### src/rtl/ea_gen24.sv
module ea_gen24 #(
  parameter int BW = 8,
  parameter int AW = 16
) (
  input  logic             clk,
  input  logic             rst_n,
  input  logic             req,
  input  logic [3:0]       mode,
  input  logic [BW+AW-1:0] opnd,
  input  logic [AW-1:0]    idx,
  input  logic [AW-1:0]    ptr,
  input  logic [BW-1:0]    dbank,
  input  logic [AW-1:0]    dpage,
  input  logic [AW-1:0]    sp,
  input  logic             jmp_near,
  input  logic             jmp_far,
  input  logic [BW+AW-1:0] target,
  output logic [BW+AW-1:0] ea,
  output logic             seq_fetch
);
  localparam int EW = BW + AW;
  localparam logic [3:0] M_FETCH = 4'd0, M_ABS = 4'd1, M_ABSX = 4'd2, M_DIR = 4'd3,
                         M_DIRX = 4'd4, M_IND = 4'd5, M_INDX = 4'd6, M_STK = 4'd7,
                         M_LONG = 4'd8, M_LONGX = 4'd9, M_VEC = 4'd10;

  logic [AW-1:0] pc;
  logic [BW-1:0] pbank;
  logic [EW-1:0] nxt;
  logic          hit;

  wire [EW-1:0] idx_w  = {{BW{1'b0}}, idx};
  wire [AW-1:0] off8   = {{(AW-BW){1'b0}}, opnd[BW-1:0]};
  wire [AW-1:0] dp_sum = dpage + off8;
  wire [BW-1:0] zb     = '0;

  always_comb begin
    hit = 1'b1;
    nxt = ea;
    case (mode)
      M_FETCH: nxt = {pbank, pc};
      M_ABS:   nxt = {dbank, opnd[AW-1:0]};
      M_ABSX:  nxt = {dbank, opnd[AW-1:0]} + idx_w;
      M_DIR:   nxt = {zb, dp_sum};
      M_DIRX:  nxt = {zb, dp_sum + idx};
      M_IND:   nxt = {dbank, ptr};
      M_INDX:  nxt = {dbank, ptr} + idx_w;
      M_STK:   nxt = {zb, sp + off8};
      M_LONG:  nxt = opnd;
      M_LONGX: nxt = opnd + idx_w;
      M_VEC:   nxt = {zb, opnd[AW-1:0]};
      default: hit = 1'b0;
    endcase
  end

  always_ff @(posedge clk) begin
    if (!rst_n) begin
      ea        <= '0;
      seq_fetch <= 1'b0;
      pc        <= '0;
      pbank     <= '0;
    end else begin
      seq_fetch <= 1'b0;
      if (req && hit) begin
        ea        <= nxt;
        seq_fetch <= (mode == M_FETCH);
      end
      if (jmp_far)
        {pbank, pc} <= target;
      else if (jmp_near)
        pc <= target[AW-1:0];
      else if (req && mode == M_FETCH)
        pc <= pc + 1'b1;
    end
  end


  seq_flag_chk: assert property (@(posedge clk) disable iff (!rst_n)
    (req && mode == M_FETCH) |=> seq_fetch);


  no_seq_chk: assert property (@(posedge clk) disable iff (!rst_n)
    !(req && mode == M_FETCH) |=> !seq_fetch);


  bank_hold_chk: assert property (@(posedge clk) disable iff (!rst_n)
    !jmp_far |=> $stable(pbank));


  bank0_chk: assert property (@(posedge clk) disable iff (!rst_n)
    (req && (mode == M_DIR || mode == M_DIRX || mode == M_STK || mode == M_VEC))
      |=> ea[EW-1:AW] == '0);


  abs_bank_chk: assert property (@(posedge clk) disable iff (!rst_n)
    (req && mode == M_ABS) |=> ea[EW-1:AW] == $past(dbank));


  long_chk: assert property (@(posedge clk) disable iff (!rst_n)
    (req && mode == M_LONG) |=> ea == $past(opnd));


  hold_chk: assert property (@(posedge clk) disable iff (!rst_n)
    (!req || mode > M_VEC) |=> $stable(ea));
endmodule

### config.mk
export PLATFORM = sky130hd
export DESIGN_NAME = ea_gen24
export DESIGN_NICKNAME = d
export VERILOG_FILES = /design/src/rtl/ea_gen24.sv
export SDC_FILE = /design/constraint.sdc
export NUM_CORES = 1
export LEC_CHECK = 0
export BUFFER_PORTS_ARGS = -buffer_cell sky130_fd_sc_hd__buf_2
export CAP_MARGIN = 20
export CORE_UTILIZATION = 40
export CTS_CLUSTER_SIZE = 20
export DETAILED_ROUTE_END_ITERATION = 10
export HOLD_SLACK_MARGIN = 0.03
export SLEW_MARGIN = 25
export SYNTH_ARGS = -nofsm -noshare
export SYNTH_HDL_FRONTEND = slang
export SYNTH_SLANG_ARGS = --single-unit
export TNS_END_PERCENT = 100
### constraint.sdc
create_clock -name clk -period 6.95 [get_ports clk]
set_clock_uncertainty 0.05 [all_clocks]
set_input_delay 1.0425 -clock clk [delete_from_list [all_inputs] [get_ports clk]]
set_output_delay 1.0425 -clock clk [all_outputs]
set_load 0.1 [all_outputs]
==> impl_metrics.json <==
{
  "outcome": "completed",
  "layout_commonest_cell": "buf_2",
  "drc_errors": 0,
  "grt_setup_unrepaired": "false",
  "ir_drop_mv": 0.109,
  "power.density_nw_per_um2": 165,
  "path_class": "in2reg",
  "synth-edff-count": 0,
  "cp_data_arrival_time_ps": 5000,
  "fp-row-count": 45,
  "drt_iter0_drc": 408,
  "rr_worst_depth": 6,
  "viasPerCell": 6.00,
  "grt_usage_pct": 27.8,
  "clockRootBuffer": "clkbuf_16",
  "path_cells": "buf_2 -> inv_1 -> nand2_1 -> nor2_1 -> buf_4 -> mux2_2 -> ha_1 -> inv_1 -> fa_1 -> nor2b_1 -> o31a_1 -> a211oi_1 -> o211ai_1 -> a21oi_2 -> mux2i_1 -> o311ai_1 -> a21oi_1",
  "vias": 7115,
  "period_minus_slack_ps": 4880,
  "cp_slowest_stage_delay_ps": 440,
  "core_sq_um": 15400,
  "hold_buffers": 0,
  "postCtsSetupBuffers": 0,
  "cap_violations": 0,
  "endpoint": "ea[20]",
  "synth_async_sr_flop_share_pct": 0,
  "r2r_end": "pc[15]",
  "syn_nets": 1036,
  "tightestPinTransition_ps": 1020,
  "post_drt_wl_per_cell_microns": 19.2,
  "dpl_cell_area_sq_um": 7250,
  "dieHeight_microns": 128,
  "layout_setup_ws_ps": 2070,
  "grt.overflow.total": 0,
  "slew_headroom_pct": 32.0,
  "whs_ps": 410,
  "initial_core_util_pct": 41.4,
  "drive_above_1_share_pct": 20.5,
  "min_path_type": "reg2reg",
  "cts_tree": "built",
  "num_antenna_cells": 0,
  "crit_fanout": 24,
  "grt_pass1_vias": 6570,
  "startpoint_type": "input pin",
  "crit_path_end_kind": "register",
  "setup_viol": 0,
  "synthCells": 853,
  "leakage_nw": 3.04,
  "netlist_area_sq_um": 6360,
  "die_w_microns": 128,
  "pre_cts_slack_ps": 1790,
  "dr.pass1.iters": 6,
  "critPathLaunch": "mode[3]",
  "min-delay-start": "ea[2]",
  "final_area_sq_um": 7430,
  "r2r_slack_ps": 4880,
  "clockBufferDepth": 2,
  "path_common_cell": "inv_1",
  "die_area_sq_um": 16400,
  "routed_wl_microns": 22800,
  "ys_types": 74,
  "cts_buffers": 5,
  "fmax_mhz": 205,
  "syn_avg_cell_area_sq_um": 7.45,
  "post-route-period-util_pct": 70.2,
  "place.gp.congestion": 0.938,
  "clkTransAtPathRegs_ps": 80,
  "yosys_most_used_dff": "dfxtp_1",
  "cts_resized": 0,
  "clock-sinks": 49,
  "antenna_left": 0,
  "fill_cells": 1624,
  "dpl.hpwl_microns": 18200,
  "antenna_found_initial": 0,
  "clock_latency_ps": 300,
  "htree_levels": 2,
  "fin_setup_tns_ps": 0,
  "grt_max_degree": 42,
  "io_pins": 154,
  "nets": 1157,
  "layout.cells.non_filler": 1186,
  "synthToLayoutAreaGrowth_pct": 16.8,
  "synth-seq-cells": 49,
  "io_buffers": 153,
  "worstReg2RegStart": "pc[3]",
  "slowest_stage": "a211oi_1",
  "dp.cells": 1178,
  "yosys_warnings": 0,
  "grt_pass1_wl_microns": 35000,
  "required_ps": 7070,
  "final_cell_mix": "153 x buf_2, 88 x a21oi_1, 78 x nor2_1",
  "slew_violations": 0,
  "hold_viol": 0,
  "ys_seq_area_share_pct": 15.4
}
-- cell usage after synthesis, drive strengths merged, types with 4 or more instances --
library cell / instances / area [sq um]
a21oi: 89 / 449
nand2b: 4 / 25.0
or3: 12 / 75.1
a21o: 14 / 105
xnor2: 29 / 254
a211o: 4 / 35.0
o211ai: 17 / 128
a2111oi: 5 / 56.3
a221oi: 7 / 61.3
mux2: 14 / 158
buf: 12 / 67.6
mux2i: 24 / 265
inv: 19 / 71.3
fa: 4 / 80.1
dfxtp: 49 / 981
clkbuf: 33 / 124
a31oi: 8 / 50.1
and2: 8 / 50.1
a22oi: 6 / 45.0
o21ai: 48 / 240
nand3: 30 / 150
a211oi: 26 / 195
o21bai: 6 / 45.0
ha: 50 / 626
xor2: 27 / 236
nand2: 69 / 259
o22ai: 10 / 62.6
o221ai: 21 / 184
nor2: 80 / 308
nor3: 18 / 101
nand4: 13 / 81.3
nor2b: 19 / 126
and3: 8 / 50.1
o21a: 16 / 120
o31ai: 5 / 37.5
-- routing by layer --
metal,routed length (microns),GRT usage (%),vias up
li1,-,-,3496
met1,9730,34.3,3273
met2,10600,47.3,285
met3,1420,4.22,61
met4,1010,13.1,0
met5,0,0,-
-- registers in the layout, summed over array words and instances, names as in the netlist --
signal and count:
ea 24, pbank 8, pc 16, seq_fetch 1
-- where the power goes --
group          internal (mW)  switching, mW  leakage [nW]  total [mW]
combinational          0.223          0.393          2.55       0.616
sequential             0.301         0.0167         0.404       0.318
clock                  0.171          0.121        0.0800       0.292
-- critical path, delay by kind of cell --
family,cells,cell delay (ps)
adders and majority gates,2,400
AOI/OAI and AO/OA,6,1680
buffers and inverters,4,1000
and+or+nand+nor,3,370
muxes,2,490
-- how the worst min path moves through the flow --
stage	endpoint	slack (ps)	cells past startpoint
6_report	ea[2]	410	2
5_1_grt	ea[0]	430	2
4_1_cts	ea[1]	410	2
3_5_place_dp	ea[1]	400	2
3_3_place_gp	ea[2]	400	2
2_1_floorplan	pc[7]	400	2
-- final cells by class --
class	count	area, sq um	share of cell area (%)
sequential	49	981	13.2
tap	211	264	3.56
timing repair buffer	159	811	10.9
clock inverter	3	46.3	0.623
multi-input combinational	739	5120	69.0
inverter	20	75.1	1.01
clock buffer	5	125	1.68
-- cell families after synthesis --
group	Yosys count	share of synthesized area, %
adders and majority gates	54	11.1
DFF	49	15.4
buffers and inverters	65	4.19
AOI/OAI and AO/OA	314	33.3
and+or+nand+nor	276	21.3
muxes	38	6.65
xor gates and xnor gates	57	8.07
-- stage by stage --
step / total power [mW] / util, %
final: 1.23 / 48.3
after global routing: 1.30 / 48.3
after CTS: 1.23 / 48.3
after detailed placement: 0.934 / 47.2
after global placement: 0.934 / 47.2
after floorplan: 0.765 / -
Power figures use the tool's default switching activity.
